[config.mk]
export PLATFORM = sky130hd
export DESIGN_NAME = clk_wake_div
export DESIGN_NICKNAME = d
export VERILOG_FILES = /design/src/rtl/cwd_pkg.sv /design/src/rtl/cwd_wake_timer.sv /design/src/rtl/cwd_divider.sv /design/src/rtl/cwd_lp_flag.sv /design/src/rtl/clk_wake_div.sv
export SDC_FILE = /design/constraint.sdc
export NUM_CORES = 1
export LEC_CHECK = 0
export BUFFER_PORTS_ARGS = -buffer_cell sky130_fd_sc_hd__buf_4
export CORE_UTILIZATION = 45
export CTS_BUF_LIST = sky130_fd_sc_hd__clkbuf_16
export CTS_CLUSTER_SIZE = 40
export DETAILED_ROUTE_END_ITERATION = 8
export GPL_ROUTABILITY_DRIVEN = 0
export GPL_TIMING_DRIVEN = 0
export PLACE_DENSITY = 0.67
export SLEW_MARGIN = 15
export SYNTH_ARGS = -nofsm -noshare
export SYNTH_HDL_FRONTEND = slang
export SYNTH_SLANG_ARGS = --single-unit
[constraint.sdc]
create_clock -name clk -period 1.6 [get_ports clk]
set_input_delay 0.08 -clock clk [delete_from_list [all_inputs] [get_ports clk]]
set_output_delay 0.08 -clock clk [all_outputs]
set_load 0.05 [all_outputs]
[src/rtl/cwd_pkg.sv]
package cwd_pkg;
  localparam logic [2:0] SRC_EXT  = 3'd0;
  localparam logic [2:0] SRC_WDOG = 3'd1;
  localparam logic [2:0] SRC_RC   = 3'd2;
  localparam logic [2:0] SRC_XLO  = 3'd3;
  localparam logic [2:0] SRC_XMID = 3'd4;
  localparam logic [2:0] SRC_XHI  = 3'd5;

  // Stabilization length in oscillator cycles for a source code
  function automatic int unsigned stab_cycles(input logic [2:0] src,
                                              input int unsigned cyc_per_us,
                                              input int unsigned xtal_cyc,
                                              input int unsigned xtal_us,
                                              input int unsigned rc_us,
                                              input int unsigned fast_cyc);
    int unsigned n;
    case (src)
      SRC_RC:                     n = rc_us * cyc_per_us;
      SRC_XLO, SRC_XMID, SRC_XHI: n = xtal_cyc + xtal_us * cyc_per_us;
      default:                    n = fast_cyc;
    endcase
    return n;
  endfunction

  function automatic int unsigned max3(input int unsigned a, input int unsigned b,
                                       input int unsigned c);
    int unsigned m;
    m = (a > b) ? a : b;
    return (m > c) ? m : c;
  endfunction
endpackage

[src/rtl/cwd_wake_timer.sv]
module cwd_wake_timer
  import cwd_pkg::*;
#(
  parameter int unsigned CYC_PER_US = 2,
  parameter int unsigned XTAL_CYC   = 1024,
  parameter int unsigned XTAL_US    = 80,
  parameter int unsigned RC_US      = 250,
  parameter int unsigned FAST_CYC   = 32
) (
  input  logic       clk,
  input  logic       rst,
  input  logic       wake_req,
  input  logic [2:0] src_sel,
  output logic       ready,
  output logic       ready_nxt
);
  localparam int unsigned MAX_DLY = max3(XTAL_CYC + XTAL_US * CYC_PER_US,
                                         RC_US * CYC_PER_US, FAST_CYC);
  localparam int unsigned CW = $clog2(MAX_DLY + 1);

  logic [CW-1:0] cnt_q;
  logic [CW-1:0] tgt_q;
  logic          ready_q;
  logic          restart;

  assign restart = rst | wake_req;

  always_comb begin
    if (restart)      ready_nxt = 1'b0;
    else if (ready_q) ready_nxt = 1'b1;
    else              ready_nxt = (cnt_q == tgt_q - 1'b1);
  end

  always_ff @(posedge clk) begin
    if (restart) begin
      cnt_q   <= '0;
      tgt_q   <= CW'(stab_cycles(src_sel, CYC_PER_US, XTAL_CYC, XTAL_US, RC_US, FAST_CYC));
      ready_q <= 1'b0;
    end else begin
      ready_q <= ready_nxt;
      if (!ready_q) cnt_q <= cnt_q + 1'b1;
    end
  end

  assign ready = ready_q;
endmodule

[src/rtl/cwd_divider.sv]
module cwd_divider #(
  parameter int unsigned DIV_W = 8
) (
  input  logic             clk,
  input  logic             rst,
  input  logic             run,
  input  logic [DIV_W-1:0] div_val,
  input  logic             div_we,
  output logic             clk_en
);
  localparam int unsigned PW = DIV_W + 1;

  logic [DIV_W-1:0] div_q;
  logic [PW-1:0]    cnt_q;
  logic             en_q;

  // Cycles left after a pulse: 2*D-1, or 0 when D is 0
  function automatic logic [PW-1:0] gap_m1(input logic [DIV_W-1:0] d);
    return (d == '0) ? '0 : ({d, 1'b0} - PW'(1));
  endfunction

  always_ff @(posedge clk) begin
    if (rst)         div_q <= '0;
    else if (div_we) div_q <= div_val;
  end

  always_ff @(posedge clk) begin
    if (rst || !run) begin
      cnt_q <= '0;
      en_q  <= 1'b0;
    end else if (cnt_q == '0) begin
      en_q  <= 1'b1;
      cnt_q <= gap_m1(div_q);
    end else begin
      en_q  <= 1'b0;
      cnt_q <= cnt_q - 1'b1;
    end
  end

  assign clk_en = en_q;
endmodule

[src/rtl/cwd_lp_flag.sv]
module cwd_lp_flag (
  input  logic clk,
  input  logic rst,
  input  logic lp_we,
  input  logic lp_din,
  output logic low_power
);
  logic flag_q;

  always_ff @(posedge clk) begin
    if (rst)        flag_q <= 1'b0;
    else if (lp_we) flag_q <= lp_din;
  end

  assign low_power = flag_q;
endmodule

[src/rtl/clk_wake_div.sv]
module clk_wake_div #(
  parameter int unsigned CYC_PER_US = 2,
  parameter int unsigned XTAL_CYC   = 1024,
  parameter int unsigned XTAL_US    = 80,
  parameter int unsigned RC_US      = 250,
  parameter int unsigned FAST_CYC   = 32,
  parameter int unsigned DIV_W      = 8
) (
  input  logic             clk,
  input  logic             rst,
  input  logic             wake_req,
  input  logic [2:0]       src_sel,
  input  logic [DIV_W-1:0] div_val,
  input  logic             div_we,
  input  logic             lp_we,
  input  logic             lp_din,
  output logic             clk_en,
  output logic             ready,
  output logic             low_power
);
  logic run_nxt;

  cwd_wake_timer #(
    .CYC_PER_US(CYC_PER_US), .XTAL_CYC(XTAL_CYC), .XTAL_US(XTAL_US),
    .RC_US(RC_US), .FAST_CYC(FAST_CYC)
  ) u_timer (
    .clk(clk), .rst(rst), .wake_req(wake_req), .src_sel(src_sel),
    .ready(ready), .ready_nxt(run_nxt)
  );

  cwd_divider #(.DIV_W(DIV_W)) u_div (
    .clk(clk), .rst(rst), .run(run_nxt), .div_val(div_val),
    .div_we(div_we), .clk_en(clk_en)
  );

  cwd_lp_flag u_lp (
    .clk(clk), .rst(rst), .lp_we(lp_we), .lp_din(lp_din), .low_power(low_power)
  );
endmodule

### Yosys cells after proc, flatten, opt, wreduce, memory -nomap -nowiden

Index checks and enable logic that the tools add are counted.

| storage, ports and cells | value |
|---|---|
| register bits after elaboration | 42 |
| output and inout bits | 3 |
| word-level logic and storage cells | 28 |

| operators by class | value |
|---|---|
| add/subtract/negate cells | 4 |
| equality and inequality tests | 5 |
| mux-type cells | 6 |
| bitwise logic cells | 1 |
| reduce and logical (&&, ||, !) cells | 5 |

Operator list:

| cell | number |
|---|---|
| $pmux 11 s2 | 1 |
| $mux 9 | 2 |
| $sub 9x1->9 const B | 2 |
| $add 11x1->11 const B | 1 |
| $eq 11x11->1 | 1 |
| $sub 11x1->11 const B | 1 |
| $logic_not 9->1 | 1 |
| $logic_not 8->1 | 1 |
| $eq 3x2->1 const B | 2 |
| $eq 3x3->1 const B | 2 |
| $mux 1 | 3 |
| $reduce_or 3->1 | 1 |
| $logic_not 1->1 | 1 |
| $logic_or 1x1->1 | 1 |
| $or 1x1->1 | 1 |

### Logic depth before layout (Yosys ltp)

Gate-level depths: netlist (run 1).

| depth | value |
|---|---|
| word-level depth | 6 |
| depth in mapped cells | 6 |
| depth with buffers taken out | 6 |

### Hierarchy

Synthesis (run 1) repeated with hierarchy kept, for this count alone.

| second synthesis, totals | value |
|---|---|
| cell total of the unflattened synthesis | 182 |
| area total of the unflattened synthesis | 1645.3 um2 |

Modules (own cells, without submodules):

| module | times used | cells each | area an instance (um2) |
|---|---|---|---|
| cwd_divider | 1 | 105 | 917.1 |
| cwd_wake_timer | 1 | 74 | 694.4 |
| cwd_lp_flag | 1 | 3 | 33.8 |

### Least setup slack after synthesis (run 1)

No wires, ideal clock.

| path | value |
|---|---|
| path type | flip-flop to flip-flop |
| start | register u_div.cnt_q[0] |
| end | register u_div.cnt_q[6] |
| library setup time | 88 ps |
| arrival | 1696 ps |
| setup slack | -184 ps |
| stages on the path, launching flop included | 6 |
| buffers on the path | 0 |
| clock period less this slack | 1784 ps |
| path through | dfxtp_1 -> inv_1 -> ha_1 -> or4b_4 -> or4_4 -> a311oi_2 |

| on the way | value |
|---|---|
| word-level cells in the longest chain between the ends | 2 |
| elaborated cells on any way between the ends | 3 |
| classes of those cells | add/sub: 1; mux: 1; reduce/logical: 1 |

RTL lines:

| item | line | RTL |
|---|---|---|
| start: declaration | cwd_divider.sv:14 | `logic [PW-1:0] cnt_q;` |
| start signal: assignment | cwd_divider.sv:33 | `cnt_q <= gap_m1(div_q);` |
| start signal: assignment | cwd_divider.sv:36 | `cnt_q <= cnt_q - 1'b1;` |
| $sub 9x1->9 / $logic_not 9->1 (equally long branches) | cwd_divider.sv:36, cwd_divider.sv:31 |  |
| $mux 9 * | cwd_divider.sv:31 | `end else if (cnt_q == '0) begin` |

Mark *: on every way between the ends. The rest lies on a longest branch, timed or not.
A chain may end at the register's enable or synchronous reset.

### Worst setup path after layout (run 1)

Same ends and word-level chain as after synthesis.

==> results of run 1 <==
-- metal layers --
layer  routed length (microns)  global-route usage, %  vias up
li1                          -                      -      715
met3                       153                  6.752        6
met5                         0                      0        -
met1                      1757                  26.00      648
met4                        55                  6.105        0
met2                      1801                  30.57       37
-- sequential cells by signal, indices dropped and copies added (netlist names) --
register and count:
u_timer.tgt_q 3, u_timer.cnt_q 11, u_lp.low_power 1, u_div.cnt_q 9, u_div.div_q 8, u_div.clk_en 1
u_timer.ready 1
-- metrics by stage --
step                TNS (ns)  setup slack (ns)  cells
floorplan            -0.1072           -0.1072    182
global placement     -0.4571           -0.1629    245
detailed placement   -0.7180           -0.1915    245
CTS                  -0.3328          -0.09676    257
global route         -0.6971           -0.1620    263
finish               -0.2073           -0.1029    263
-- cell type report --
type / count / area, sq um / area share [%]
Buffer: 6 / 30.03 / 1.335
Multi-Input combinational cell: 134 / 1041 / 46.27
Clock inverter: 3 / 37.54 / 1.669
Sequential cell: 34 / 726.9 / 32.31
Inverter: 9 / 38.79 / 1.724
Clock buffer: 5 / 125.1 / 5.562
Tap cell: 46 / 57.56 / 2.558
Timing Repair Buffer: 26 / 192.7 / 8.565
-- worst max-delay path, delay by kind of cell (launching register included) --
| family | cells | cell delay [ns] |
|---|---|---|
| AOI/OAI and AO/OA | 1 | 0.19 |
| buffers and inverters | 1 | 0.07 |
| and+or+nand+nor | 2 | 0.90 |
| adders and majority gates | 1 | 0.14 |
| DFF | 1 | 0.32 |
-- timing repair --
action,CTS,global route
setup endpoints to repair,8,11
pin swaps,4,8
cloned,1,1
resized for setup,10,28
buffers inserted,3,5
hold endpoints to repair,0,0
-- cell families (layout without fill, tap and decap cells) --
group	Yosys count	after routing	synth area share, %
AND/OR/NAND/NOR	75	75	25.00
buffers and inverters	15	49	3.474
multiplexers	10	10	6.043
AO/OA/AOI/OAI	29	30	11.63
adder cells (fa/ha/maj)	4	4	3.021
XOR/XNOR	15	15	7.931
flip-flops	34	34	42.90
-- power by group --
part	total (mW)	internal, mW	switching (mW)
logic	0.240	0.119	0.120
registers	0.906	0.884	0.0228
clock network	1.06	0.722	0.341
total	2.21	1.73	0.484
-- worst paths after layout --
check / from / to / slack [ns]
worst max-delay path: u_div.cnt_q[0] / u_div.cnt_q[6] / -0.10
worst min-delay path: div_val[3] / u_div.div_q[3] / 0.04
worst max register to register: u_div.cnt_q[0] / u_div.cnt_q[6] / -0.10
worst min register to register: u_lp.low_power / u_lp.low_power / 0.51
-- cell usage in the layout, fill, tap and decap left out, types with 6 or more instances in the layout --
cell type                 count
sky130_fd_sc_hd__buf_4       25
sky130_fd_sc_hd__xnor2_1      7
sky130_fd_sc_hd__dfxtp_1     24
sky130_fd_sc_hd__nor3_1      10
sky130_fd_sc_hd__nand2_1      9
sky130_fd_sc_hd__mux2i_1     10
sky130_fd_sc_hd__xor2_1       8
sky130_fd_sc_hd__nor2_1      24
sky130_fd_sc_hd__inv_1        6
==> results by group, run 1 <==
Die
  • Standard cell core area: approximately 3400 sq um
  • Floorplan row count: 21
  • IO Pins: 20
  • Starting Density: approximately half
  • Die area: 3928 sq um
  • Die Wd: between 60 and 70 microns
  • Vertical die dimension: about 63 microns

Logic synthesis
  • Synthesis-stage register bit count: 34
  • Number of synthesized flops with an enable pin: 3
  • Area share of the largest cell type after synthesis: about 37%
  • Number of nets produced by synthesis: between 200 and 250
  • Library cell with the largest summed area after synthesis: sky130_fd_sc_hd__dfxtp_1
  • Most common flop cell mapped by yosys: sky130_fd_sc_hd__dfxtp_1
  • Most common library cells after synthesis: 31 x sky130_fd_sc_hd__dfxtp_1, 24 x sky130_fd_sc_hd__nor2_1, 13 x sky130_fd_sc_hd__nor3_1
  • Count leader, synth: sky130_fd_sc_hd__dfxtp_1
  • Cell area after technology mapping: between 1500 and 2000 sq um
  • Syn avg cell area: just over 9 sq um
  • Fraction of registers with async set or reset after synthesis: 0%
  • Cells taking the most area after synthesis: sky130_fd_sc_hd__dfxtp_1 37%, sky130_fd_sc_hd__mux2i_1 6.0%, sky130_fd_sc_hd__edfxtp_1 5.4%
  • Register area share after synthesis: 42.90%
  • Synth warn: 0
  • Synthesized instance count: between 150 and 200
  • Number of library cell types mapped by synthesis: 43

GRT
  • Initial antenna violation count: 0
  • Number of global-route vias before repair: 1323
  • Maximum number of pins on one net before global-route repair: 13
  • Aggregate global-route resource usage: between 10% and 20%
  • Total global routing overflow: 0
  • First-pass GRT wire length: roughly 6100 microns

Timing
  • Max Clock Freq: approximately 600 MHz
  • Least setup slack across all paths after layout: -0.1029 ns
  • Worst clock skew: ~0.0038 ns
  • Period minus WS final: between 1.5 and 2 ns
  • Final-report max-slew violation count: 0
  • Actual transition at the worst max-transition pin: 0.5977 ns
  • Relative max-transition margin: 60.15%
  • Hold Vio Cnt, Final: 0
  • RSZ-0062 raised after global routing: yes
  • Tcrit/Tclk final: 106.4%
  • Hold slack final: around 0.04 ns
  • Final setup fails: 5

Clock network
  • Number of hold-repair buffers added at the cts stage: 0
  • H-tree depth: 2
  • Clock tree root driver cell: sky130_fd_sc_hd__clkbuf_16
  • Maximum number of buffers from clock root to sink: 2
  • Clock buffer count from CTS: 5
  • Clock network latency to the later pin of the worst-skew pair: ~0.28 ns
  • TritonCTS sink count: 34
  • Clock-pin slew of the registers on the worst-case setup and hold paths: roughly 0.05 ns
  • TritonCTS clock tree: yes

Detailed routing
  • Detailed-route vias per instance: 5.346
  • DRC violations left: 0
  • Final antenna-violating net count: 0
  • Total wire length after detailed routing: between 3000 and 4000 microns
  • Routed length per instance: ~14 microns
  • First-pass DRT Iterations: 4
  • Initial detailed-routing violation count: 83
  • Number of vias after detailed routing: ~1400

Pwr
  • Static power due to leakage: ~0.88 nW
  • Highest ir drop seen on vdd: 0.8232 mV
  • Overall power after layout: roughly 2.2 mW
  • Pwr/cell area: 982.0 nW/um^2

Setup path
  • CP cell instances: inv_2, ha_4, or4b_4, or4_4, a311oi_2
  • Element type at the critical path start: register
  • Arr. time, crit path: 1.90 ns
  • Worst reg2reg path depth: 5
  • Worst-path cell with the longest stage delay: sky130_fd_sc_hd__or4b_4
  • Crit path max fanout: 3
  • Worst stage delay on the critical path: 0.47 ns
  • Endpoint kind of the worst setup timing path: register
  • Data required time of the worst path: 1.80 ns
  • Kind of critical path: reg2reg

Run status
  • Run status: finished with violations
  • Violated checks: setup timing

Placed design
  • Post-DP Area: between 1500 and 2000 sq um
  • Half-perimeter wire length after placement: around 2300 microns
  • I/O Buffers: 17

Cells and area
  • Final Cell Area: 2250 sq um
  • Number of antenna diodes: 0
  • Filler Cell Count: 271
  • Final design utilization: 65.36%
  • Number of nets in the final layout: 237
  • Fraction of layout instances using a drive strength above 1: about 32%
  • Syn-to-layout area delta: 35.80%

Hold path
  • Min-delay worst type: in2reg
  • Cell depth of the worst hold path: 3

Job
  • Number of max-cap violations: 0
Note: power is estimated with default switching activity, not from simulation.
==> inputs of run 2 (changes only) <==
--- a/config.mk
+++ b/config.mk
@@ -13,6 +13,7 @@
 export GPL_ROUTABILITY_DRIVEN = 0
 export GPL_TIMING_DRIVEN = 0
 export PLACE_DENSITY = 0.67
+export RECOVER_POWER = 100
 export SLEW_MARGIN = 15
 export SYNTH_ARGS = -nofsm -noshare
 export SYNTH_HDL_FRONTEND = slang
==> run 2 against run 1 <==
  * Flip-flop and latch count unchanged
  * Cell count unchanged
  * The flow still finishes with violations (setup timing)
  * Cell area fell by 0.83%
  * Clock power is essentially flat
  * Largest cell class unchanged
==> results by group, run 2 (same netlist as run 1, synthesis figures left out) <==
Detailed routing
  • Topmost layer with routed signal wires: met4
  • Routed length per instance: between 10 and 15 microns
  • Final antenna-violating net count: 0
  • Detailed-route vias per instance: ~5.4
  • Met3 wire len: roughly 170 microns
  • Total wire length after detailed routing: between 3000 and 4000 microns
  • DRC violations left: 0
  • WL met1: about 1800 microns
  • Initial detailed-routing violation count: just over 80
  • First-pass DRT Iterations: 4
  • Met2 Routed Length: 1789 microns
  • Number of vias after detailed routing: approximately 1400

Cells and area
  • Largest Register: u_timer.cnt_q
  • Most frequent cells in the layout: 24 x sky130_fd_sc_hd__nor2_1, 24 x sky130_fd_sc_hd__dfxtp_1, 22 x sky130_fd_sc_hd__buf_4
  • Fraction of layout instances using a drive strength above 1: between 30% and 40%
  • Largest register FFs: 11
  • Syn-to-layout area delta: 34.67%
  • Filler Cell Count: around 270
  • Number of antenna diodes: 0
  • Final design utilization: 64.81%
  • Number of nets in the final layout: 237
  • Biggest regs: u_timer.cnt_q: 11 flops, u_div.cnt_q: 9 flops, u_div.div_q: 8 flops

Timing
  • Tcrit/Tclk final: 106.5%
  • Max Clock Freq: 586.9 MHz
  • Hold slack final: 0.04067 ns
  • RSZ-0062 raised after global routing: yes
  • Relative max-transition margin: 59.76%
  • Hold Vio Cnt, Final: 0
  • Least setup slack across all paths after layout: -0.1038 ns
  • Sum of negative setup slack: -0.2170 ns
  • Worst clock skew: approximately 0.0039 ns
  • Final-report max-slew violation count: 0
  • Actual transition at the worst max-transition pin: 0.6036 ns
  • Period minus WS final: 1.704 ns
  • Final setup fails: 6

Clock network
  • TritonCTS sink count: 34
  • Maximum number of buffers from clock root to sink: 2
  • Clock buffer count from CTS: 5
  • Number of hold-repair buffers added at the cts stage: 0
  • TritonCTS clock tree: yes
  • Clock network latency to the later pin of the worst-skew pair: around 0.28 ns
  • Clock-pin slew of the registers on the worst-case setup and hold paths: ~0.050 ns
  • Clock tree root driver cell: sky130_fd_sc_hd__clkbuf_16
  • H-tree depth: 2

Setup path
  • Kind of critical path: reg2reg
  • Setup slack on the worst flop-to-flop path: -0.10 ns
  • Worst stage delay on the critical path: about 0.47 ns
  • Worst reg2reg path endpoint: u_div.cnt_q[6]
  • Worst reg2reg path depth: 5
  • Endpoint kind of the worst setup timing path: register
  • R2R Path Start: u_div.cnt_q[0]
  • Element type at the critical path start: register
  • Data required time of the worst path: 1.80 ns
  • Worst-path cell with the longest stage delay: sky130_fd_sc_hd__or4b_4
  • Crit path buf inv count: 1
  • CP cell instances: inv_2, ha_4, or4b_4, or4_4, a311oi_2
  • Crit path max fanout: 3
  • Gate family responsible for the most delay along the worst path: simple AND/OR/NAND/NOR gates
  • Arr. time, crit path: about 1.9 ns

Placed design
  • Half-perimeter wire length after placement: around 2300 microns
  • I/O Buffers: 17

GRT
  • Aggregate global-route resource usage: approximately 20%
  • Maximum number of pins on one net before global-route repair: 13
  • Number of global-route vias before repair: ~1300
  • Total global routing overflow: 0
  • First-pass GRT wire length: 6085 microns
  • Initial antenna violation count: 0

Die
  • Standard cell core area: approximately 3400 sq um
  • IO Pins: 20
  • Die area: approximately 4000 sq um
  • Vertical die dimension: between 60 and 70 microns
  • Die Wd: about 63 microns
  • Starting Density: roughly half
  • Floorplan row count: 21

Hold path
  • Min-delay worst type: in2reg
  • Terminating pin of the worst hold path: u_div.div_q[3]
  • Origin of the worst min-delay path: div_val[3]
  • Cell depth of the worst hold path: 3

Run status
  • Run status: finished with violations
  • Violated checks: setup timing

Pwr
  • Highest ir drop seen on vdd: 0.8192 mV
  • Pwr/cell area: 989.3 nW/um^2
  • Static power due to leakage: between 0.8 and 0.9 nW

Job
  • Number of max-cap violations: 0
-- run 2: changes by cell type in the layout (fill, tap and decap cells not counted) --
cell and change:
sky130_fd_sc_hd__buf_2 -1, sky130_fd_sc_hd__clkbuf_2 +1, sky130_fd_sc_hd__clkbuf_1 +4, sky130_fd_sc_hd__buf_6 -1, sky130_fd_sc_hd__buf_4 -3
-- run 2: how the worst max path moves through the flow --
stage          cells past startpoint  slack [ns]             end      startpoint
6_report                           5       -0.10  u_div.cnt_q[6]  u_div.cnt_q[0]
5_1_grt                            5       -0.16  u_div.cnt_q[6]  u_div.cnt_q[0]
4_1_cts                            5        -0.1  u_div.cnt_q[6]  u_div.cnt_q[0]
3_5_place_dp                       5       -0.19  u_div.cnt_q[6]  u_div.cnt_q[1]
3_3_place_gp                       5       -0.16  u_div.cnt_q[6]  u_div.cnt_q[0]
2_1_floorplan                      5       -0.11  u_div.cnt_q[6]  u_div.cnt_q[0]
-- run 2: power by group --
group | internal, mW | leakage [nW] | switching (mW)
Sequential | 0.884 | 0.287 | 0.0227
Clock | 0.722 | 0.0826 | 0.341
Combinational | 0.117 | 0.492 | 0.120
-- run 2: final cells by class --
cell class	count	area, sq um	area share, %
multi-input cells	134	1041	46.66
flip-flops and latches	34	726.9	32.59
repair buffers	26	177.7	7.964
clock buffers	5	125.1	5.609
well taps	46	57.56	2.580
inverters	9	38.79	1.739
clock inverters	3	37.54	1.683
plain buffers	6	26.28	1.178
-- run 2: worst reg2reg max path: stages (launching register included) --
cell                       delay (ns)
sky130_fd_sc_hd__dfxtp_2         0.32
sky130_fd_sc_hd__inv_2           0.07
sky130_fd_sc_hd__ha_4            0.14
sky130_fd_sc_hd__or4b_4          0.47
sky130_fd_sc_hd__or4_4           0.43
sky130_fd_sc_hd__a311oi_2        0.19
-- run 2: stage by stage --
stage          cell area, sq um  setup WS [ns]  cells  total power [mW]
3_5_place_dp               1861        -0.1915    245             1.122
5_1_grt                    2231        -0.1620    263             2.299
3_3_place_gp               1861        -0.1629    245             1.116
4_1_cts                    2077       -0.09676    257             2.189
2_1_floorplan              1675        -0.1072    182             1.059
6_report                   2231        -0.1038    263             2.207
-- run 2: routing by layer --
layer / up-vias / track usage [%]
met3: 6 / 6.752
met2: 43 / 30.57
met5: - / 0
met4: 0 / 6.105
li1: 713 / -
met1: 646 / 26.00
-- run 2: what timing repair did --
action                                 in CTS  in global routing
pin swaps                                   4                  8
resized for setup                          10                 28
setup buffers                               3                  5
endpoints found under the hold margin       0                  0
setup endpoints to repair                   8                 11
gates cloned                                1                  1
==> inputs of run 3 (changes only) <==
--- a/config.mk
+++ b/config.mk
@@ -12,7 +12,7 @@
 export DETAILED_ROUTE_END_ITERATION = 8
 export GPL_ROUTABILITY_DRIVEN = 0
 export GPL_TIMING_DRIVEN = 0
-export PLACE_DENSITY = 0.67
+export PLACE_DENSITY = 0.71
 export RECOVER_POWER = 100
 export SLEW_MARGIN = 15
 export SYNTH_ARGS = -nofsm -noshare
==> run 3 against run 2 <==
  * The run still ends with setup timing left
  * Fmax is 4.9% lower
  * Non-clock buffer count shrank 5
  * Power shrank 8.8%
  * Via count increased by 1.2%
  * Routed wire length down 5.6%
  * Cell count fell by 1.9%
  * First-iteration DRC count down 31%
  * Setup slack got worse by 0.088 ns
  * Flip-flop and latch count stayed put
  * Critical path type unchanged
  * Critical endpoint unchanged
  * Largest cell class unchanged
  * Largest power group is now registers
  * Highest routed layer unchanged
==> results by group, run 3 (same netlist as run 1, synthesis figures left out) <==
Cells and area
  • Syn-to-layout area delta: 28.32%
  • Biggest regs: u_timer.cnt_q: 11 flops, u_div.cnt_q: 9 flops, u_div.div_q: 8 flops
  • Multi-input gate area: between 1000 and 1500 sq um
  • Largest Register: u_timer.cnt_q
  • Fraction of layout instances using a drive strength above 1: between 20 and 30%
  • Most common library cell in the layout ignoring fill and taps: sky130_fd_sc_hd__nor2_1
  • Post-layout instance count excluding filler cells: roughly 260
  • Filler Cell Count: 295
  • Largest register FFs: 11
  • Number of antenna diodes: 0
  • Most frequent cells in the layout: 24 x sky130_fd_sc_hd__nor2_1, 23 x sky130_fd_sc_hd__dfxtp_1, 18 x sky130_fd_sc_hd__buf_4
  • Flip-flop and latch area: between 700 and 800 sq um
  • Number of nets in the final layout: about 230

Setup path
  • Worst-path cell with the longest stage delay: sky130_fd_sc_hd__or4b_4
  • CP cell instances: inv_2, ha_4, or4b_4, or4_4, a311oi_2
  • Element type at the critical path start: register
  • Endpoint kind of the worst setup timing path: register
  • Arr. time, crit path: a little under 2 ns
  • Crit path max fanout: 4
  • Data required time of the worst path: 1.78 ns
  • Worst stage delay on the critical path: 0.49 ns
  • Kind of critical path: reg2reg

Die
  • Floorplan row count: 21
  • Standard cell core area: between 3000 and 4000 sq um
  • Vertical die dimension: about 63 microns
  • Starting Density: 48.13%
  • Die area: 3928 sq um
  • Die Wd: 62.68 microns
  • IO Pins: 20

Timing
  • Tcrit/Tclk final: 112.0%
  • Least setup slack across all paths after layout: -0.1921 ns
  • Max Clock Freq: around 560 MHz
  • Final setup fails: 6
  • Final-report max-slew violation count: 0
  • Hold slack final: about 0.042 ns
  • Relative max-transition margin: approximately 60%
  • RSZ-0062 raised after global routing: yes
  • Hold Vio Cnt, Final: 0
  • Actual transition at the worst max-transition pin: roughly 0.60 ns
  • Period minus WS final: 1.792 ns
  • Sum of negative setup slack: -0.3594 ns
  • Worst clock skew: 0.003898 ns

Clock network
  • Clock buffer count from CTS: 5
  • TritonCTS clock tree: yes
  • Number of hold-repair buffers added at the cts stage: 0
  • Maximum number of buffers from clock root to sink: 2
  • Clock tree root driver cell: sky130_fd_sc_hd__clkbuf_16
  • Clock network latency to the later pin of the worst-skew pair: 0.27 ns
  • Clock-pin slew of the registers on the worst-case setup and hold paths: roughly 0.050 ns
  • TritonCTS sink count: 34
  • H-tree depth: 2

Placed design
  • Half-perimeter wire length after placement: 2332 microns
  • I/O Buffers: 17
  • Worst setup slack after placement: -0.2162 ns
  • Dpl cells: 245

Detailed routing
  • Number of vias after detailed routing: 1425
  • Total wire length after detailed routing: between 3000 and 4000 microns
  • DRC violations left: 0
  • Final antenna-violating net count: 0
  • First-pass DRT Iterations: 4
  • Routed length per instance: 13.82 microns
  • Detailed-route vias per instance: between 5 and 6
  • Initial detailed-routing violation count: 57

GRT
  • Number of global-route vias before repair: about 1300
  • Total global routing overflow: 0
  • Initial antenna violation count: 0
  • Aggregate global-route resource usage: between 15 and 20%
  • First-pass GRT wire length: approximately 5500 microns
  • Maximum number of pins on one net before global-route repair: 13

Pwr
  • Pwr/cell area: between 900 and 1000 nW/um^2
  • Reg power frac: 45.1%
  • Highest ir drop seen on vdd: slightly above 0.8 mV
  • Clock group share of total power: about 44%
  • Switching power share of the total: a little under a quarter
  • Fraction of power consumed by combinational cells: 10.6%
  • Overall power after layout: approximately 2.0 mW
  • Static power due to leakage: between 0.8 and 0.9 nW
  • Internal power: ~1.6 mW
  • Switching Power: between 0.4 and 0.5 mW

Run status
  • Run status: finished with violations
  • Violated checks: setup timing

Hold path
  • Min-delay worst type: in2reg

Job
  • Number of max-cap violations: 0
==> run 3: final timing paths <==
kind | depth (start not counted) | to | slack [ns] | from
worst min register to register | 2 | u_lp.low_power | 0.50 | u_lp.low_power
worst min-delay path | 3 | u_lp.low_power | 0.04 | lp_din
worst max register to register | 5 | u_div.cnt_q[6] | -0.19 | u_div.cnt_q[0]
worst max-delay path | 5 | u_div.cnt_q[6] | -0.19 | u_div.cnt_q[0]
==> run 3: critical path: cells and delay by family, from the launching register on <==
| family | cells | cell delay, ns |
|---|---|---|
| simple gates | 2 | 0.92 |
| flops | 1 | 0.33 |
| compound gates | 1 | 0.22 |
| fa+ha+maj | 1 | 0.15 |
| buf+inv | 1 | 0.08 |
==> run 3: metal layers <==
metal	part of all wire (%)	vias up	routed length, microns	global-route usage (%)
li1	-	709	-	-
met1	47	678	1667	22.02
met5	0	-	0	0
met3	3.8	8	134	5.109
met2	48	30	1704	29.62
met4	1.7	0	59	6.395
==> run 3: final cells by class <==
type,count,area share [%]
flip-flops and latches,34,34.02
repair buffers,21,6.710
inverters,9,1.589
clock buffers,5,5.886
well taps,46,2.707
multi-input cells,134,47.26
plain buffers,6,1.236
clock inverters,3,0.5886
==> run 3: repair_timing <==
item	CTS	global route
setup endpoints to repair	9	10
buffers inserted	0	3
gates resized for setup	8	22
pin swaps	1	2
gates cloned	0	2
==> run 3: power groups by stage <==
| stage | registers [mW] | logic [mW] | clock network (mW) |
|---|---|---|---|
| 5_1_grt | 0.910 | 0.234 | 0.950 |
| 6_report | 0.908 | 0.213 | 0.892 |
| 2_1_floorplan | 0.924 | 0.135 | 0 |
| 4_1_cts | 0.909 | 0.195 | 0.902 |
| 3_5_place_dp | 0.925 | 0.194 | 0 |
| 3_3_place_gp | 0.924 | 0.189 | 0 |
==> run 3: through the flow <==
stage	util [%]	instance area, sq um
2_1_floorplan	-	1675
3_3_place_gp	54.05	1861
3_5_place_dp	54.05	1861
4_1_cts	58.52	2014
5_1_grt	61.76	2126
6_report	61.76	2126
